`config.mk`:
```
export PLATFORM = sky130hd
export DESIGN_NAME = uart_rx_queue
export DESIGN_NICKNAME = d
export VERILOG_FILES = /design/src/rtl/uart_rxq_pkg.sv /design/src/rtl/rxq_admit.sv /design/src/rtl/rxq_ring.sv /design/src/rtl/rxq_status.sv /design/src/rtl/uart_rx_queue.sv
export SDC_FILE = /design/constraint.sdc
export NUM_CORES = 1
export LEC_CHECK = 0
export BUFFER_PORTS_ARGS = -buffer_cell sky130_fd_sc_hd__buf_2
export CORE_ASPECT_RATIO = 1.4
export CORE_MARGIN = 1.5
export CORE_UTILIZATION = 50
export CTS_BUF_LIST = sky130_fd_sc_hd__clkbuf_2
export CTS_CLUSTER_DIAMETER = 60
export CTS_CLUSTER_SIZE = 16
export DETAILED_ROUTE_END_ITERATION = 10
export PLACE_DENSITY = 0.69
export SLEW_MARGIN = 20
export SYNTH_ARGS = -nofsm -noshare
export SYNTH_HDL_FRONTEND = slang
export SYNTH_HIERARCHICAL = 1
export SYNTH_SLANG_ARGS = --single-unit
```
`constraint.sdc`:
```
create_clock -name clk -period 2.95 [get_ports clk]
set_input_delay 0.1475 -clock clk [delete_from_list [all_inputs] [get_ports clk]]
set_output_delay 0.1475 -clock clk [all_outputs]
set_load 0.01 [all_outputs]
```
`src/rtl/uart_rxq_pkg.sv`:
```
package uart_rxq_pkg;

  // Slot reached from position rd by stepping ahead n places on a ring of depth entries.
  function automatic int unsigned rxq_slot(input int unsigned rd,
                                           input int unsigned n,
                                           input int unsigned depth);
    return (rd + n) % depth;
  endfunction

  // Number of words the store may hold in the selected mode.
  function automatic int unsigned rxq_limit(input logic en, input int unsigned depth);
    return en ? depth : 1;
  endfunction

endpackage

```
`src/rtl/rxq_admit.sv`:
```
module rxq_admit
  import uart_rxq_pkg::*;
#(
  parameter int DEPTH = 16,
  parameter int CNT_W = 5
) (
  input  logic             fifo_en,
  input  logic             push_req,
  input  logic             pop_req,
  input  logic [CNT_W-1:0] cnt,
  output logic             can_accept,
  output logic             push_acc,
  output logic             pop_eff
);

  logic [CNT_W-1:0] limit;

  always_comb begin
    limit      = CNT_W'(rxq_limit(fifo_en, DEPTH));
    can_accept = (cnt < limit);
    push_acc   = push_req && can_accept;
    pop_eff    = pop_req && (cnt != '0);
  end

endmodule

```
`src/rtl/rxq_ring.sv`:
```
module rxq_ring
  import uart_rxq_pkg::*;
#(
  parameter int DEPTH  = 16,
  parameter int WORD_W = 11,
  parameter int CNT_W  = 5,
  parameter int PTR_W  = 4
) (
  input  logic              clk,
  input  logic              rst_n,
  input  logic              push_acc,
  input  logic              pop_eff,
  input  logic [WORD_W-1:0] wr_word,
  output logic [WORD_W-1:0] rd_word,
  output logic [PTR_W-1:0]  rd_pos,
  output logic [CNT_W-1:0]  cnt,
  output logic [CNT_W-1:0]  cnt_nxt
);

  logic [WORD_W-1:0] mem [DEPTH];
  logic [PTR_W-1:0]  wr_slot;
  logic [PTR_W-1:0]  rd_step;

  always_comb begin
    wr_slot = PTR_W'(rxq_slot(32'(rd_pos), 32'(cnt), DEPTH));
    rd_step = PTR_W'(rxq_slot(32'(rd_pos), 1, DEPTH));
    cnt_nxt = cnt;
    if (push_acc && !pop_eff) cnt_nxt = cnt + CNT_W'(1);
    if (pop_eff && !push_acc) cnt_nxt = cnt - CNT_W'(1);
  end

  assign rd_word = mem[rd_pos];

  always_ff @(posedge clk) begin
    if (push_acc) mem[wr_slot] <= wr_word;
  end

  always_ff @(posedge clk) begin
    if (!rst_n) begin
      rd_pos <= '0;
      cnt    <= '0;
    end else begin
      cnt <= cnt_nxt;
      if (pop_eff) rd_pos <= rd_step;
    end
  end

endmodule

```
`src/rtl/rxq_status.sv`:
```
module rxq_status #(
  parameter int DEPTH = 16,
  parameter int CNT_W = 5
) (
  input  logic             clk,
  input  logic             rst_n,
  input  logic             push_acc,
  input  logic             pop_req,
  input  logic             pop_eff,
  input  logic             full_on_push,
  input  logic [CNT_W-1:0] trig_level,
  input  logic [CNT_W-1:0] cnt_nxt,
  output logic             empty,
  output logic             full,
  output logic             rx_irq
);

  localparam logic [CNT_W-1:0] TOP = CNT_W'(DEPTH);

  logic [CNT_W-1:0] trig_below;
  logic             irq_set;
  logic             irq_clr;

  always_comb begin
    trig_below = trig_level - CNT_W'(1);
    irq_set    = push_acc && (cnt_nxt == trig_level);
    irq_clr    = pop_eff && !push_acc && (cnt_nxt == trig_below);
  end

  always_ff @(posedge clk) begin
    if (!rst_n) begin
      empty  <= 1'b1;
      full   <= 1'b0;
      rx_irq <= 1'b0;
    end else begin
      if (push_acc) begin
        empty <= 1'b0;
        full  <= (cnt_nxt == TOP) || full_on_push;
      end else if (pop_req) begin
        full  <= 1'b0;
        empty <= (cnt_nxt == '0);
      end
      if (irq_set)      rx_irq <= 1'b1;
      else if (irq_clr) rx_irq <= 1'b0;
    end
  end

endmodule

```
`src/rtl/uart_rx_queue.sv`:
```
module uart_rx_queue #(
  parameter  int DEPTH  = 16,
  parameter  int DATA_W = 8,
  localparam int WORD_W = DATA_W + 3,
  localparam int CNT_W  = $clog2(DEPTH + 1),
  localparam int PTR_W  = $clog2(DEPTH)
) (
  input  logic              clk,
  input  logic              rst_n,
  input  logic              fifo_en,
  input  logic              full_on_push,
  input  logic [CNT_W-1:0]  trig_level,
  input  logic              push_req,
  input  logic              push_break,
  input  logic [DATA_W-1:0] push_char,
  input  logic              pop_req,
  output logic [WORD_W-1:0] pop_word,
  output logic              can_accept,
  output logic              empty,
  output logic              full,
  output logic              rx_irq
);

  logic              push_acc;
  logic              pop_eff;
  logic [CNT_W-1:0]  cnt;
  logic [CNT_W-1:0]  cnt_nxt;
  logic [PTR_W-1:0]  rd_pos;
  logic [WORD_W-1:0] wr_word;

  // Break marker sits in the top bit with the data field cleared.
  always_comb begin
    wr_word = '0;
    if (push_break) wr_word[WORD_W-1] = 1'b1;
    else            wr_word[DATA_W-1:0] = push_char;
  end

  rxq_admit #(.DEPTH(DEPTH), .CNT_W(CNT_W)) u_admit (
    .fifo_en    (fifo_en),
    .push_req   (push_req),
    .pop_req    (pop_req),
    .cnt        (cnt),
    .can_accept (can_accept),
    .push_acc   (push_acc),
    .pop_eff    (pop_eff)
  );

  rxq_ring #(.DEPTH(DEPTH), .WORD_W(WORD_W), .CNT_W(CNT_W), .PTR_W(PTR_W)) u_ring (
    .clk      (clk),
    .rst_n    (rst_n),
    .push_acc (push_acc),
    .pop_eff  (pop_eff),
    .wr_word  (wr_word),
    .rd_word  (pop_word),
    .rd_pos   (rd_pos),
    .cnt      (cnt),
    .cnt_nxt  (cnt_nxt)
  );

  rxq_status #(.DEPTH(DEPTH), .CNT_W(CNT_W)) u_status (
    .clk          (clk),
    .rst_n        (rst_n),
    .push_acc     (push_acc),
    .pop_req      (pop_req),
    .pop_eff      (pop_eff),
    .full_on_push (full_on_push),
    .trig_level   (trig_level),
    .cnt_nxt      (cnt_nxt),
    .empty        (empty),
    .full         (full),
    .rx_irq       (rx_irq)
  );

endmodule

```
Word level (Yosys, flattened, before mapping)
Memory sizes are Yosys's and may differ from the RTL's. A register that Yosys moved wholly into a read port is not among the register bits.
Cells that the tools add are included.
Widths: inputs -> output; s select.

storage, ports and cells
  bits in registers = 12
  RAM bits = 144
  input port bits = 20
  output and inout port bits = 15
  memories = 1

memory list
  memory      words  bits a word  read ports  clocked after Yosys merged registers in  write ports  line            source
  u_ring.mem  16     9            1           1                                        1            rxq_ring.sv:20  logic [WORD_W-1:0] mem [DEPTH];

cells by class
  $add $sub $neg = 5
  order comparisons = 1
  equal/unequal tests = 3
  mux-type cells = 15
  reduce and logical (&&, ||, !) cells = 13

operators with widths
  operator             count
  $mux 5               3
  $eq 5x5->1           2
  $sub 5x1->5 const B  2
  $mux 1               9
  $mux 4               2
  $mux 8               1
  $logic_and 1x1->1    6
  $add 5x1->5 const B  1
  $eq 5x5->1 const B   1
  $logic_not 5->1      1
  $lt 5x5->1           1
  $reduce_bool 5->1    1
  $add 4x1->4 const B  1
  $add 4x4->4          1
  $reduce_bool 2->1    2
  $logic_not 1->1      2
  $logic_or 1x1->1     1

Logic depth before layout (Yosys ltp)
  depth in word-level cells = 10
  mapped depth = 12
  depth with buffers taken out = 11

Hierarchy
Netlist, hierarchy kept.

by module, submodules not included
  module         instances  cells each  area each (um^2)  seq. area each (um^2)
  rxq_ring       1          364         7521.0            5545.3
  rxq_status     1          35          295.3             60.1
  rxq_admit      1          9           73.8              0.0
  uart_rx_queue  1          9           53.8              0.0

Worst setup path before layout
Ideal clock, no wire load.

  path kind = register to register
  start point = register u_ring.cnt[1]
  end point = memory u_ring/mem[0][0] in the netlist's numbering (enable)
  setup time = 0.378 ns
  arrival time = 2.599 ns
  path slack = -0.028 ns
  cell stages (with the launch flop) = 6
  path buffers = 1
  clock period less this slack = 2.978 ns
  cell sequence = dfxtp_1 -> or4_4 -> o32ai_2 -> buf_2 -> or3b_2 -> nor2_1

between the ends
  cells in the longest elaborated chain, start to end = 4

RTL lines
  what                          line                 source
  from (decl)                   rxq_ring.sv:16       output logic [CNT_W-1:0] cnt,
  from (signal assigned)        rxq_ring.sv:43       cnt <= cnt_nxt;
  $lt 5x5->1                    rxq_admit.sv:20      can_accept = (cnt < limit);
  $logic_and 1x1->1             rxq_admit.sv:21      push_acc = push_req && can_accept;
  net push_acc                  uart_rx_queue.sv:24  logic push_acc;
  $mux 1                        rxq_ring.sv:35       if (push_acc) mem[wr_slot] <= wr_word;
  $mux 1 (not written as such)  rxq_ring.sv:35
  to (decl)                     rxq_ring.sv:20

The timed path passes the listed nets, and every way through them passes these cells.

Worst setup path in the final report
  start point = register u_ring.cnt[3]
  end point = register u_status.empty

RTL lines
  what                                                         line                            source
  $lt 5x5->1 (*)                                               rxq_admit.sv:20
  $logic_and 1x1->1 (*)                                        rxq_admit.sv:21
  net push_acc                                                 uart_rx_queue.sv:24
  $logic_and 1x1->1 / $logic_not 1->1 (equally long branches)  rxq_ring.sv:28, rxq_ring.sv:29
  $mux 5 / $logic_and 1x1->1 (equally long branches)           rxq_ring.sv:28, rxq_ring.sv:29
  $mux 5 (*)                                                   rxq_ring.sv:29                  if (pop_eff && !push_acc) cnt_nxt = cnt - CNT_W'(1);
  net cnt_nxt[3]                                               uart_rx_queue.sv:27             logic [CNT_W-1:0] cnt_nxt;
  $logic_not 5->1 (*)                                          rxq_status.sv:41                empty <= (cnt_nxt == '0);
  $mux 1 (*)                                                   rxq_status.sv:39                end else if (pop_req) begin
  $mux 1 (*)                                                   rxq_status.sv:36                if (push_acc) begin
  to (signal assigned)                                         rxq_status.sv:41
  to (decl)                                                    rxq_status.sv:13                output logic empty,

The timed path passes the listed nets; every way through them passes the cells marked *. The select of a mux whose other input is x is not followed.
A chain may end at the register's enable or synchronous reset.

==> flow_summary.yaml <==
critical_path:
  critical_path_class: "flop to flop"
  r2r_setup_slack_ns: 0.11
  critPathRequiredTime_ns: 3.62
  r2r-start: "u_ring/cnt[3]"
  cp_max_fo: 17
  worstSetupEndpointType: "flop"
  startpoint_type: "flop"
  rr_worst_depth: 10
  r2r_end: "u_status/empty"
  worstPathArrival_ns: 3.51
floorplan:
  rows: 54
  die_y_um: 152.1
  io_pins: 35
  dieArea_um2: 16660
  die_w_um: 109.5
  core_area_um2: 15540
  start_util_pct: 51.12
power:
  vdd_drop_max_uv: 411.2
  p_comb_share_pct: 34.6
  powerDensity_nw_per_um2: 784.4
  clockPowerShare_pct: 17.6
  p_int_uw: 4783
  pwr-share-seq_pct: 47.9
  power.share.switching_pct: 33.30
  p_leak_uw: 0.003226
  p_switching_uw: 2388
hold_path:
  hp-class: "input port to flop"
  hp-start: "fifo_en"
  holdPathStages: 6
  whs_endpoint: "u_status/rx_irq"
synth:
  yosysWarningCount: 6
  synth.avg_cell_area_um2: 19.05
  synthAdderAreaFrac_pct: 1.512
  synth_compound_area_share_pct: 3.890
  syn-cell-area_um2: 7944
  synth_top_area_cell: "edfxtp_1"
  netlist_instances: 417
  synthArstFlopShare_pct: 0
  synthMuxAreaShare_pct: 14.36
  synth_cell_types: 50
  synth_xor_area_share_pct: 2.095
  synth_simple_gate_area_share_pct: 5.465
  ys_ff_latch: 192
  synth_top_area_share_pct: 66.53
  synth_edf_count: 176
  synth_area_leaders: "edfxtp_1 (67%), mux4_1 (6.9%), mux4_2 (6.5%)"
  ys_seq_area_share_pct: 70.56
  ys.flop_type: "edfxtp_1"
  synth_top_family_by_area: "multiplexers"
placed_design:
  place_hpwl_um: 10300
  port_buffers: 34
  routabilityCongestion: 0.8434
  placed_cell_area_um2: 8636
  place_ws_ns: 0.07605
cells_and_area:
  finalInstanceArea_um2: 9143
  fin_nets: 570
  drive_gt1_share_pct: 25.63
  num-fill-cells: 1212
  area_growth_pct: 15.09
timing:
  maxSlewViolCount: 0
  clock_skew_ns: 0.03819
  tightest_slew_ns: 1.037
  period_share_pct: 96.15
  finalCriticalPeriod_ns: 2.836
  holdWs_ns: 0.1265
  finalWorstSetupSlack_ns: 0.1136
  setup_viol: 0
  slew_headroom_pct: 30.71
  rsz0062_at_grt: "no"
  fmax_mhz: 352.6
  hold_viol: 0
route:
  ant_nets: 0
  routed_wl_um: 15420
  drt-vias-per-instance: 5.546
  dr_total_vias: 4165
  drt_iter0_markers: 225
  drc: 0
  dr.pass1.iters: 6
  wl_per_cell_um: 20.54
cts:
  cts-buffers-inserted: 17
  cts-root-buf: "clkbuf_2"
  cts_tree: "yes"
  cts.sinks: 192
  htree_levels: 4
  clk_latency_ns: 0.75
  clk_pin_slew_worst_paths_ns: 0.27
  clock_path_buffers: 2
global_route:
  overflow: 0
  antenna_found_initial: 1
  grt_max_degree: 25
  grtUsageTotal_pct: 19.71
  grt_pass1_wl_um: 23910
  grt_pass1_vias: 4376
job:
  cap_violations: 0
status:
  outcome: "completed"
==> cells in the mapped netlist (3+ instances only) <==
cell type / n
mux4_2: 23
buf_2: 7
nor3b_1: 3
a32oi_1: 3
xor2_1: 7
inv_1: 7
nor2_1: 22
a22oi_1: 22
mux2i_1: 6
dfxtp_1: 16
mux4_1: 21
o22ai_1: 3
ha_1: 8
edfxtp_1: 176
nand2_1: 15
nand3b_1: 3
xnor2_1: 12
and2_1: 10
nor2b_1: 13
a21oi_1: 3
==> registers in the layout (all words and copies together) (netlist names), named ones only <==
signal,cells
u_ring/rd_pos,4
u_status/rx_irq,1
u_status/empty,1
u_status/full,1
u_ring/cnt,5
u_ring/mem,176
==> per-stage QoR <==
step / TNS, ns / util [%] / total power [uW] / instances
global placement: 0 / 55.57 / 5806 / 697
global route: 0 / 58.83 / 7550 / 751
CTS: 0 / 58.50 / 7177 / 749
finish: 0 / 58.83 / 7171 / 751
floorplan: -1.067 / - / 5160 / 448
detailed placement: 0 / 55.57 / 5890 / 697
==> final cells by class <==
class	count	area (um^2)	share of cell area, %
well taps	196	245.2	2.682
repair buffers	91	680.7	7.445
flip-flops and latches	192	5610	61.37
diodes	1	2.502	0.02737
clock buffers	17	85.08	0.9306
inverters	7	26.28	0.2874
multi-input cells	232	2325	25.43
clock inverters	15	167.7	1.834
==> power by group through the flow <==
stage / logic [uW] / clock network, uW / registers [uW]
floorplan: 1740 / 0 / 3420
global placement: 2300 / 0 / 3510
detailed placement: 2360 / 0 / 3530
CTS: 2390 / 1310 / 3470
global route: 2680 / 1410 / 3470
finish: 2480 / 1260 / 3430
==> worst max-delay path: stages, from the launching register on <==
cell and delay, ns:
dfxtp_1 0.37, or4_4 0.55, o32ai_2 0.33, buf_12 0.18
and3b_1 0.20, a32oi_1 0.12, xnor2_1 0.18, or4_4 0.51
nor2_1 0.11, mux2i_1 0.09, o21ai_1 0.14
==> layer usage <==
layer / vias to the layer above / global-route usage, % / routed length, um
met1: 2118 / 23.45 / 5956
met3: 20 / 4.021 / 674
li1: 1921 / - / -
met5: - / 0 / 0
met4: 0 / 6.184 / 255
met2: 106 / 35.23 / 8535
==> layout by cell type (no fill, tap or decap), drive strengths merged, types with 3 or more instances in the layout <==
cell | netlist | layout
conb | 1 | 32
xor2 | 7 | 7
xnor2 | 12 | 12
edfxtp | 176 | 176
nor2b | 13 | 13
clkinv | 0 | 7
inv | 7 | 15
dlygate4sd3 | 0 | 20
dfxtp | 16 | 16
ha | 8 | 8
clkbuf | 3 | 17
nor3b | 3 | 3
nor2 | 22 | 22
a22oi | 22 | 22
nand2 | 15 | 15
mux2i | 6 | 6
a32oi | 3 | 3
o22ai | 3 | 3
buf | 14 | 71
and2 | 10 | 10
a21oi | 3 | 3
mux4 | 44 | 44
nand3b | 3 | 3
==> timing repair <==
action | in CTS | in global routing
gates cloned | 0 | 0
endpoints found under the hold margin | 160 | 0
resized for setup | 1 | 6
setup endpoints to repair | 11 | 12
setup buffers | 0 | 1
hold buffers | 20 | 0
pin swaps | 0 | 1
==> how the worst max path moves through the flow <==
stage / from / end / slack (ns) / cells after the start
floorplan: u_ring/cnt[1] / u_ring/mem[0][0] / -0.03 / 5
global placement: u_ring/cnt[3] / u_status/rx_irq / 0.19 / 9
detailed placement: u_ring/cnt[3] / u_status/rx_irq / 0.08 / 10
CTS: flop / pop_word[5] / 0.03 / 5
global route: u_ring/cnt[3] / u_status/rx_irq / 0.01 / 9
finish: u_ring/cnt[3] / u_status/empty / 0.11 / 10
==> logic make-up after synthesis <==
kind of cell               after synthesis
adders and majority gates                9
DFF                                    192
other                                    1
AOI/OAI and AO/OA                       41
buffers and inverters                   24
xor gates and xnor gates                19
and+or+nand+nor                         80
muxes                                   51
(Power assumes the default switching activity.)
